[config.mk]
export PLATFORM = sky130hd
export DESIGN_NAME = alarm_match
export DESIGN_NICKNAME = d
export VERILOG_FILES = /design/src/rtl/alarm_pkg.sv /design/src/rtl/alarm_field.sv /design/src/rtl/alarm_flag_ctl.sv /design/src/rtl/alarm_match.sv
export SDC_FILE = /design/constraint.sdc
export NUM_CORES = 1
export LEC_CHECK = 0
export ABC_AREA = 1
export CORE_MARGIN = 2
export CORE_UTILIZATION = 29
export DETAILED_ROUTE_END_ITERATION = 12
export GPL_ROUTABILITY_DRIVEN = 0
export PLACE_DENSITY = 0.53
export SYNTH_ARGS = -nofsm -noshare
export SYNTH_HDL_FRONTEND = slang
export SYNTH_SLANG_ARGS = --single-unit
[constraint.sdc]
create_clock -name clk -period 3.3 [get_ports clk]
set_clock_uncertainty 0.2 [all_clocks]
set_input_delay 0.495 -clock clk [delete_from_list [all_inputs] [get_ports clk]]
set_output_delay 0.495 -clock clk [all_outputs]
set_load 0.005 [all_outputs]
[src/rtl/alarm_pkg.sv]
package alarm_pkg;
  localparam int NUM_FIELDS = 4;
  localparam int DW         = 8;
  localparam int AW         = 3;
  localparam int DIS_BIT    = 7;
  localparam int FLAG_BIT   = 3;
  localparam int IE_BIT     = 1;

  typedef enum logic [AW-1:0] {
    ADR_CTRL = 3'd0,
    ADR_MIN  = 3'd1,
    ADR_HOUR = 3'd2,
    ADR_DATE = 3'd3,
    ADR_WDAY = 3'd4
  } alarm_addr_e;

  function automatic int fld_width(input int idx);
    case (idx)
      0:       return 7;
      1:       return 6;
      2:       return 6;
      default: return 3;
    endcase
  endfunction
endpackage

[src/rtl/alarm_field.sv]
module alarm_field #(
  parameter int W = 7
) (
  input  logic         clk,
  input  logic         rst_n,
  input  logic         wr,
  input  logic         wr_dis,
  input  logic [W-1:0] wr_val,
  input  logic [W-1:0] live,
  output logic         dis,
  output logic [W-1:0] val,
  output logic         hit
);
  always_ff @(posedge clk) begin
    if (!rst_n) begin
      dis <= 1'b1;
      val <= '0;
    end else if (wr) begin
      dis <= wr_dis;
      val <= wr_val;
    end
  end

  assign hit = dis | (val == live);
endmodule

[src/rtl/alarm_flag_ctl.sv]
module alarm_flag_ctl (
  input  logic clk,
  input  logic rst_n,
  input  logic tick,
  input  logic match,
  input  logic clr,
  output logic flag,
  output logic prev_match
);
  logic set_evt;

  assign set_evt = tick & match & ~prev_match;

  always_ff @(posedge clk) begin
    if (!rst_n) begin
      prev_match <= 1'b0;
      flag       <= 1'b0;
    end else begin
      if (tick) prev_match <= match;
      if (set_evt)  flag <= 1'b1;
      else if (clr) flag <= 1'b0;
    end
  end
endmodule

[src/rtl/alarm_match.sv]
module alarm_match
  import alarm_pkg::*;
(
  input  logic          clk,
  input  logic          rst_n,
  input  logic          wr_en,
  input  logic          rd_en,
  input  logic [AW-1:0] addr,
  input  logic [DW-1:0] wdata,
  output logic          rd_valid,
  output logic [DW-1:0] rd_data,
  input  logic [6:0]    live_min,
  input  logic [5:0]    live_hour,
  input  logic [5:0]    live_date,
  input  logic [2:0]    live_wday,
  input  logic          min_tick,
  output logic          irq_n
);
  logic [NUM_FIELDS-1:0] hit_vec;
  logic [NUM_FIELDS-1:0] dis_vec;
  logic [DW-1:0]         fld_word [NUM_FIELDS];
  logic                  match_all;
  logic                  ie_q;
  logic                  flag_q;
  logic                  prev_match;
  logic                  ctrl_wr;
  logic [DW-1:0]         rd_next;

  for (genvar i = 0; i < NUM_FIELDS; i++) begin : g_fld
    localparam int W = fld_width(i);
    logic [W-1:0] lv;
    logic [W-1:0] v;
    if (i == 0)      begin : g_l0 assign lv = live_min;  end
    else if (i == 1) begin : g_l1 assign lv = live_hour; end
    else if (i == 2) begin : g_l2 assign lv = live_date; end
    else             begin : g_l3 assign lv = live_wday; end

    alarm_field #(.W(W)) u_field (
      .clk    (clk),
      .rst_n  (rst_n),
      .wr     (wr_en && (addr == AW'(i + 1))),
      .wr_dis (wdata[DIS_BIT]),
      .wr_val (wdata[W-1:0]),
      .live   (lv),
      .dis    (dis_vec[i]),
      .val    (v),
      .hit    (hit_vec[i])
    );
    assign fld_word[i] = {dis_vec[i], 7'(v)};
  end

  assign match_all = (&hit_vec) & ~(&dis_vec);
  assign ctrl_wr   = wr_en && (addr == ADR_CTRL);

  always_ff @(posedge clk) begin
    if (!rst_n)       ie_q <= 1'b0;
    else if (ctrl_wr) ie_q <= wdata[IE_BIT];
  end

  alarm_flag_ctl u_flag (
    .clk        (clk),
    .rst_n      (rst_n),
    .tick       (min_tick),
    .match      (match_all),
    .clr        (ctrl_wr && !wdata[FLAG_BIT]),
    .flag       (flag_q),
    .prev_match (prev_match)
  );

  always_comb begin
    rd_next = '0;
    case (addr)
      ADR_CTRL: begin
        rd_next[FLAG_BIT] = flag_q;
        rd_next[IE_BIT]   = ie_q;
      end
      ADR_MIN:  rd_next = fld_word[0];
      ADR_HOUR: rd_next = fld_word[1];
      ADR_DATE: rd_next = fld_word[2];
      ADR_WDAY: rd_next = fld_word[3];
      default:  rd_next = '0;
    endcase
  end

  always_ff @(posedge clk) begin
    if (!rst_n) begin
      rd_valid <= 1'b0;
      rd_data  <= '0;
    end else begin
      rd_valid <= rd_en;
      if (rd_en) rd_data <= rd_next;
    end
  end

  assign irq_n = ~(flag_q & ie_q);
endmodule

==> reports/metrics.csv, run 1 <==
metric;value;unit
most common cell in the netlist;nand2_1;
worst vdd ir;0.145;mV
Setup Crit Path Kind;in -> reg;
largest net degree at the start of global routing;21;
detailed-route wire length per cell;12.5;um
gr usage total;15.1;%
Sequential Power Share;49.6;%
area growth from synthesis to layout;31.6;%
Hold Crit Start;ie_q;
FMAX;518;MHz
Hold Path Class;reg -> reg;
max-cap check violation count;0;
dpl hpwl;4.17;mm
Mapped Cells;294;
clock slew at reported path FFs;70;ps
Arr. time, crit path;1950;ps
first-pass GRT wire length;8.56;mm
Hold Vio Cnt, Final;0;
Avg Cell Area, Syn;6.65;um^2
area of the multi-input gates;938;um^2
Placed Area;2480;um^2
die width;86.1;um
Fin Hold WS;262;ps
minimum clock period;1930;ps
Ys Warns;0;
Bufs on Longest Clock Path;2;
Synth area leaders;dfxtp_1, nand2_1, inv_1;
die area;7410;um^2
number of routed nets with antenna violations;0;
top cells by count, synth;nand2_1, inv_1, dfxtp_1;
Synth top area share;38.9;%
Synth Register Bits;38;
I/O Buffers;47;
global route overflow;0;
synthesized area;1950;um^2
layout cells sized above 1;7.58;%
Post-Syn Nets;332;
Starting DRT DRC Count;143;
RSZ-0062 raised after global routing;no;
ant diodes;0;
Register Area;761;um^2
TritonCTS clock tree;done;
hold endpoint;ie_q;
FFs w/ async S/R, synth;0;%
Hold Path Depth;2;
Net Sw Frac;25.9;%
flop2flop setup slack;1850;ps
Clock Tree Root;clkbuf_8;
Ports;48;
status;complete, no violations;
Gate power share;16.3;%
# H-tree levels;2;
clk sinks;38;
Worst-Skew Late Latency;290;ps
fillcell total;687;
# setup viols final;0;
DRC;0;
Max-slew headroom;55.1;%
# nets final;380;
Startpoint Class;input pin;
Slew Limit Fails;0;
ys flop type;dfxtp_1;
post_cts resized;0;
sequential fraction of the synthesis area;38.9;%
initial antenna violation count;0;
Starting Density;30.4;%
Psw;0.253;mW
leading area contributor after synthesis;dfxtp_1;
Finished Cell Area;2570;um^2
final period utilization;58.5;%
reg2reg end;u_flag.flag;
Post-synth EDFFs;0;
Synth cell types;24;
vias in the first global route;1758;
reg2reg start;g_fld[0].u_field.val[4];
Critical Path Sink Type;register;
CTS buffer count;5;
num rows;29;
placeable core region;6420;um^2
Vias/cell;4.55;
clock share of power;34.1;%
via count;1913;
CP Launch Point;rst_n;
cts hold-fix bufs;0;
Leakage Power;1.08;nW
Worst Max-Slew Pin Slew;672;ps
Die Y;86.1;um
post-CTS setup repair buffer count;0;
Worst Path Required;3310;ps
DRT Pass-1 Iters;4;
Pwr Density;379;nW/um^2
Internal Power;0.721;mW
setup TNS;0;ps
cell depth of the worst flop-to-flop path;9;
maximum fanout along the worst path;20;
DRT Wirelength;5.27;mm
placed cells by master, fill, tap and decap left out, drive strengths merged:
cell type       n
o221ai          1
nor2           22
xor2            1
clkinv          1
clkbuf          7
a31oi           1
o21ai          33
nand2          77
buf             1
o21a            1
nand3           9
o22ai          10
xnor2           4
o211ai          3
inv            55
dfxtp          38
clkdlybuf4s50  47
a21oi          32
worst max-delay path by stage:
stage	endpoint	slack (ps)	cells past startpoint
detailed placement	rd_data[1]	1080	4
CTS	rd_data[1]	1390	4
global placement	rd_data[1]	1110	4
floorplan	g_fld[1].u_field.val[2]	1760	7
global route	g_fld[0].u_field.val[1]	1270	8
finish	rd_data[1]	1370	4
kinds of logic after synthesis:
kind of cell,count (synthesis),synth area share (%)
simple gates,108,23.2
compound gates,81,22.5
flops,38,38.9
xor+xnor,5,2.24
buf+inv,62,13.1
metal layers:
layer | global-route usage (%) | vias to the layer above | wire length [um]
met3 | 3.37 | 11 | 272
met2 | 23.6 | 46 | 2390
met5 | 0 | - | 0
met1 | 20.3 | 831 | 2480
met4 | 5.77 | 0 | 122
li1 | - | 1025 | -
power groups by stage:
stage	logic, mW	clock network [mW]	registers (mW)
2_1_floorplan	0.0796	0	0.493
3_3_place_gp	0.158	0	0.494
3_5_place_dp	0.159	0	0.494
4_1_cts	0.160	0.342	0.483
5_1_grt	0.178	0.364	0.485
6_report	0.159	0.332	0.483
registers in the layout, indices dropped and copies added, names as in the netlist:
| signal | count |
|---|---|
| g_fld.u_field.val | 22 |
| rd_data | 8 |
| u_flag.flag | 1 |
| u_flag.prev_match | 1 |
| ie_q | 1 |
| rd_valid | 1 |
| g_fld.u_field.dis | 4 |
metrics by stage:
stage          setup WS [ps]  std cells  util [%]  total power, mW
2_1_floorplan           1760        294         -            0.572
3_3_place_gp            1110        412      38.6            0.652
3_5_place_dp            1080        412      38.6            0.653
4_1_cts                 1390        420      40.0            0.986
5_1_grt                 1270        420      40.0             1.03
6_report                1370        420      40.0            0.973
critical path: stages:
cell	delay, ps
clkdlybuf4s50_1	900
buf_4	290
o21ai_0	100
a31oi_1	160
layout make-up:
type	count	share of cell area, %
repair buffers	48	18.6
well taps	77	3.75
inverters	55	8.03
multi-input cells	194	36.5
flip-flops and latches	38	29.6
clock inverters	1	0.195
clock buffers	7	3.36
Power figures use the tool's default switching activity.
==> run 2, diff against run 1 <==
==> constraint.sdc (replaced) <==
create_clock -name clk -period 1.9 [get_ports clk]
set_clock_uncertainty 0.2 [all_clocks]
set_input_delay 0.285 -clock clk [delete_from_list [all_inputs] [get_ports clk]]
set_output_delay 0.285 -clock clk [all_outputs]
set_load 0.005 [all_outputs]
==> run 2 against run 1 <==
Combinational power increased by 80%. First-iteration DRC count decreased by 29%. Clock power increased by 62%. Die area is the same. Final cell count rose by 1.2%. Setup slack worse by 1100 ps. Global-route usage up 0.059 points. Critical path depth decreased by 2. Critical path type is now reg -> out. Largest cell class unchanged. Largest power group unchanged.
==> reports/metrics.csv, run 2 (synthesis results as in run 1) <==
metric;value;unit
Final Util;40.7;%
Fin Hold WS;269;ps
layout cells sized above 1;8.62;%
FMAX;603;MHz
# nets final;386;
CP Launch Point;ie_q;
fillcell total;715;
Worst-Skew Late Latency;300;ps
largest net degree at the start of global routing;31;
Starting DRT DRC Count;101;
# setup viols final;0;
max reg flops;22;
reg2reg start;g_fld[0].u_field.val[4];
cell depth of the worst flop-to-flop path;9;
Worst Path Required;1410;ps
Slew Limit Fails;0;
Starting Density;30.4;%
cts hold-fix bufs;0;
Worst Max-Slew Pin Slew;390;ps
critical path depth;2;
DRT Pass-1 Iters;4;
clk sinks;38;
Register Area;761;um^2
Bufs on Longest Clock Path;2;
Internal Power;1.22;mW
ant diodes;0;
dpl hpwl;4.14;mm
CP cell instances;nand2_1, clkdlybuf4s50_1;
Clock Tree Root;clkbuf_8;
Hold Vio Cnt, Final;0;
Sequential Power Share;50.4;%
global route overflow;0;
CP peak stage delay;490;ps
final period utilization;87.3;%
WP buf/inv;1;
reg2reg end;u_flag.flag;
status;complete, no violations;
Critical Path Sink Type;output port;
first-pass GRT wire length;8.69;mm
die area;7410;um^2
CP delay by family, top;buffers and inverters;
Placed Cells;418;
clock share of power;32.4;%
worst setup path endpoint;irq_n;
most frequent cells in the layout;nand2_1, inv_1, clkdlybuf4s50_1, dfxtp_1, a21oi_1;
largest registers;g_fld.u_field.val x22, rd_data x8, g_fld.u_field.dis x4;
gr usage total;15.2;%
Max-slew headroom;73.9;%
post_cts resized;0;
worst vdd ir;0.251;mV
Leakage Power;1.11;nW
Net Sw Frac;26.6;%
Vias/cell;4.57;
Largest Register;g_fld.u_field.val;
# H-tree levels;2;
max-cap check violation count;0;
Psw;0.442;mW
die width;86.1;um
fin cells;425;
detailed-route wire length per cell;12.5;um
area of the multi-input gates;938;um^2
maximum fanout along the worst path;3;
Setup Crit Path Kind;reg -> out;
minimum clock period;1660;ps
worst-path cell with the longest stage delay;clkdlybuf4s50_1;
Total Power Consumption;1.66;mW
area growth from synthesis to layout;33.7;%
DRT Wirelength;5.29;mm
number of routed nets with antenna violations;0;
I/O Buffers;47;
most common cell after layout, fill and taps aside;nand2_1;
DRC;0;
num rows;29;
Die Y;86.1;um
clock slew at reported path FFs;70;ps
Gate power share;17.2;%
Startpoint Class;register;
dpl ws;-7.53;ps
vias in the first global route;1851;
Pwr Density;636;nW/um^2
placeable core region;6420;um^2
CTS buffer count;5;
flop2flop setup slack;470;ps
post-CTS setup repair buffer count;0;
Arr. time, crit path;1170;ps
Ports;48;
RSZ-0062 raised after global routing;no;
initial antenna violation count;0;
final worst setup slack;241;ps
via count;1943;
TritonCTS clock tree;done;
Hold Path Class;reg -> reg;
[run 2: layout make-up]
type | instances | share of cell area (%)
inverters | 55 | 7.90
clock buffers | 7 | 2.92
well taps | 77 | 3.69
flip-flops and latches | 38 | 29.1
repair buffers | 54 | 20.5
multi-input cells | 194 | 35.9
[run 2: power by group through the flow]
stage / sequential [mW] / clock [mW] / combinational, mW
floorplan: 0.856 / 0 / 0.138
global placement: 0.857 / 0 / 0.285
detailed placement: 0.858 / 0 / 0.286
CTS: 0.839 / 0.549 / 0.287
global route: 0.842 / 0.578 / 0.321
finish: 0.839 / 0.538 / 0.286
[run 2: routing by layer]
layer / vias to the layer above / track usage [%] / part of all wire [%]
met5: - / 0 / 0
met1: 849 / 20.2 / 49
met3: 6 / 3.46 / 4.9
li1: 1039 / - / -
met2: 49 / 24.4 / 45
met4: 0 / 4.76 / 1.2
[run 2: worst register-to-register path, cell delays in order, from the launching register on]
cell     delay (ps)
dfxtp_1         310
inv_1           110
nand2_1          70
nand2_1          50
nand2_1          50
nor2_1          100
nand2_1          80
a21oi_1         170
nand3_1         100
a21oi_1         130
[run 2: per-stage QoR]
stage / setup TNS [ps] / instance area [um^2]
floorplan: 0 / 1950
global placement: 0 / 2540
detailed placement: -17.8 / 2540
CTS: 0 / 2610
global route: 0 / 2610
finish: 0 / 2610
[run 2: worst min path at each step]
stage                     slack (ps)  cells after the start                   end       start
after floorplan                  210                      2  g_fld[2].u_field.dis    wdata[7]
after global placement           250                      2                  ie_q        ie_q
after detailed placement         260                      2                  ie_q        ie_q
after CTS                        270                      2                  ie_q        ie_q
after global routing             300                      2            rd_data[0]  rd_data[0]
final                            270                      2                  ie_q        ie_q
==> run 3, diff against run 2 <==
--- a/config.mk
+++ b/config.mk
@@ -10,7 +10,7 @@
 export CORE_UTILIZATION = 29
 export DETAILED_ROUTE_END_ITERATION = 12
 export GPL_ROUTABILITY_DRIVEN = 0
-export PLACE_DENSITY = 0.53
+export PLACE_DENSITY = 0.58
 export SYNTH_ARGS = -nofsm -noshare
 export SYNTH_HDL_FRONTEND = slang
 export SYNTH_SLANG_ARGS = --single-unit
==> run 3 against run 2 <==
Critical path depth did not move. Power fell by 1.1%. Cell area rose by 1.1%. Combinational power rose by 1%. Sequential cell count did not move. Core utilization rose by 0.47 points. Non-clock buffer count rose by 4. Critical endpoint unchanged.
==> reports/metrics.csv, run 3 (synthesis results as in run 1) <==
metric;value;unit
CTS buffer count;5;
post_cts resized;0;
Vias/cell;4.63;
vias in the first global route;1860;
area of the multi-input gates;938;um^2
Worst-Skew Late Latency;290;ps
Startpoint Class;register;
Ports;48;
Largest Register;g_fld.u_field.val;
detailed-route wire length per cell;11.9;um
Hold Path Depth;2;
first-pass GRT wire length;8.56;mm
final worst setup slack;246;ps
final period utilization;87.0;%
area growth from synthesis to layout;35.3;%
largest registers;g_fld.u_field.val x22, rd_data x8, g_fld.u_field.dis x4;
initial antenna violation count;0;
die width;86.1;um
status;complete, no violations;
gr usage total;14.8;%
Placed Cells;422;
Sequential Power Share;51.0;%
Critical Path Sink Type;output port;
Slew Limit Fails;0;
Leakage Power;1.12;nW
die area;7410;um^2
ant diodes;0;
reg2reg start;g_fld[1].u_field.val[2];
clk sinks;38;
Die Y;86.1;um
Gate power share;17.6;%
Max-slew headroom;80.4;%
clock share of power;31.4;%
Pwr Density;622;nW/um^2
fin cells;429;
I/O Buffers;47;
reg2reg end;u_flag.flag;
top sig layer;met4;
# setup viols final;0;
cell depth of the worst flop-to-flop path;10;
max reg flops;22;
RSZ-0062 raised after global routing;no;
Starting DRT DRC Count;105;
Worst Max-Slew Pin Slew;293;ps
FMAX;605;MHz
most frequent cells in the layout;nand2_1, inv_1, clkdlybuf4s50_1, dfxtp_1, a21oi_1;
Psw;0.420;mW
DRT Wirelength;5.12;mm
via count;1987;
cts hold-fix bufs;0;
Internal Power;1.23;mW
minimum clock period;1650;ps
num rows;29;
clock slew at reported path FFs;70;ps
# H-tree levels;2;
DRT Pass-1 Iters;4;
Worst Path Required;1410;ps
Hold Crit Start;rd_data[0];
maximum fanout along the worst path;3;
Setup Crit Path Kind;reg -> out;
Arr. time, crit path;1170;ps
Net Sw Frac;25.5;%
Clock Tree Root;clkbuf_8;
wire length on met2;2.34;mm
fillcell total;684;
Register Area;761;um^2
placeable core region;6420;um^2
post-CTS setup repair buffer count;0;
Hold Path Class;reg -> reg;
dpl ws;-52.9;ps
Bufs on Longest Clock Path;2;
hold endpoint;rd_data[0];
layout cells sized above 1;9.66;%
TritonCTS clock tree;done;
flop2flop setup slack;470;ps
Final Util;41.2;%
max-cap check violation count;0;
most common cell after layout, fill and taps aside;nand2_1;
global route overflow;0;
DRC;0;
dpl hpwl;4.16;mm
largest net degree at the start of global routing;31;
# nets final;390;
Hold Vio Cnt, Final;0;
Total Power Consumption;1.65;mW
DRT met1 WL;2.36;mm
WL met3;344;um
worst vdd ir;0.266;mV
Starting Density;30.4;%
number of routed nets with antenna violations;0;
## run 3: stage by stage
| stage | setup TNS [ps] | cell area (um^2) | hold slack [ps] |
|---|---|---|---|
| floorplan | 0 | 1950 | 211 |
| global placement | -74.2 | 2570 | 251 |
| detailed placement | -68.7 | 2570 | 260 |
| CTS | 0 | 2640 | 270 |
| global route | 0 | 2640 | 298 |
| finish | 0 | 2640 | 271 |
## run 3: area by class of cell
| type | count | area share [%] |
|---|---|---|
| well taps | 77 | 3.64 |
| flip-flops and latches | 38 | 28.8 |
| multi-input cells | 194 | 35.5 |
| clock buffers | 7 | 2.89 |
| inverters | 55 | 7.81 |
| repair buffers | 58 | 21.4 |
## run 3: worst max-delay path by stage
stage,from,to,slack (ps)
after floorplan,addr[2],g_fld[1].u_field.val[2],570
final,ie_q,irq_n,250
after global routing,ie_q,irq_n,180
after global placement,addr[1],rd_data[0],-40
after CTS,ie_q,irq_n,230
after detailed placement,addr[1],rd_data[0],-50
## run 3: critical path, cell delays in order (launching register included)
cell	delay [ps]
dfxtp_1	330
nand2_1	70
clkdlybuf4s50_1	490
## run 3: power by group through the flow
stage	Combinational, mW	Clock (mW)	Sequential, mW
3_3_place_gp	0.289	0	0.857
5_1_grt	0.325	0.567	0.843
4_1_cts	0.292	0.532	0.839
2_1_floorplan	0.138	0	0.856
3_5_place_dp	0.291	0	0.858
6_report	0.290	0.516	0.840
## run 3: layer usage
layer / GRT usage [%] / up-vias
li1: - / 1050
met1: 20.1 / 874
met2: 23.0 / 55
met3: 3.27 / 8
met4: 5.19 / 0
met5: 0 / -
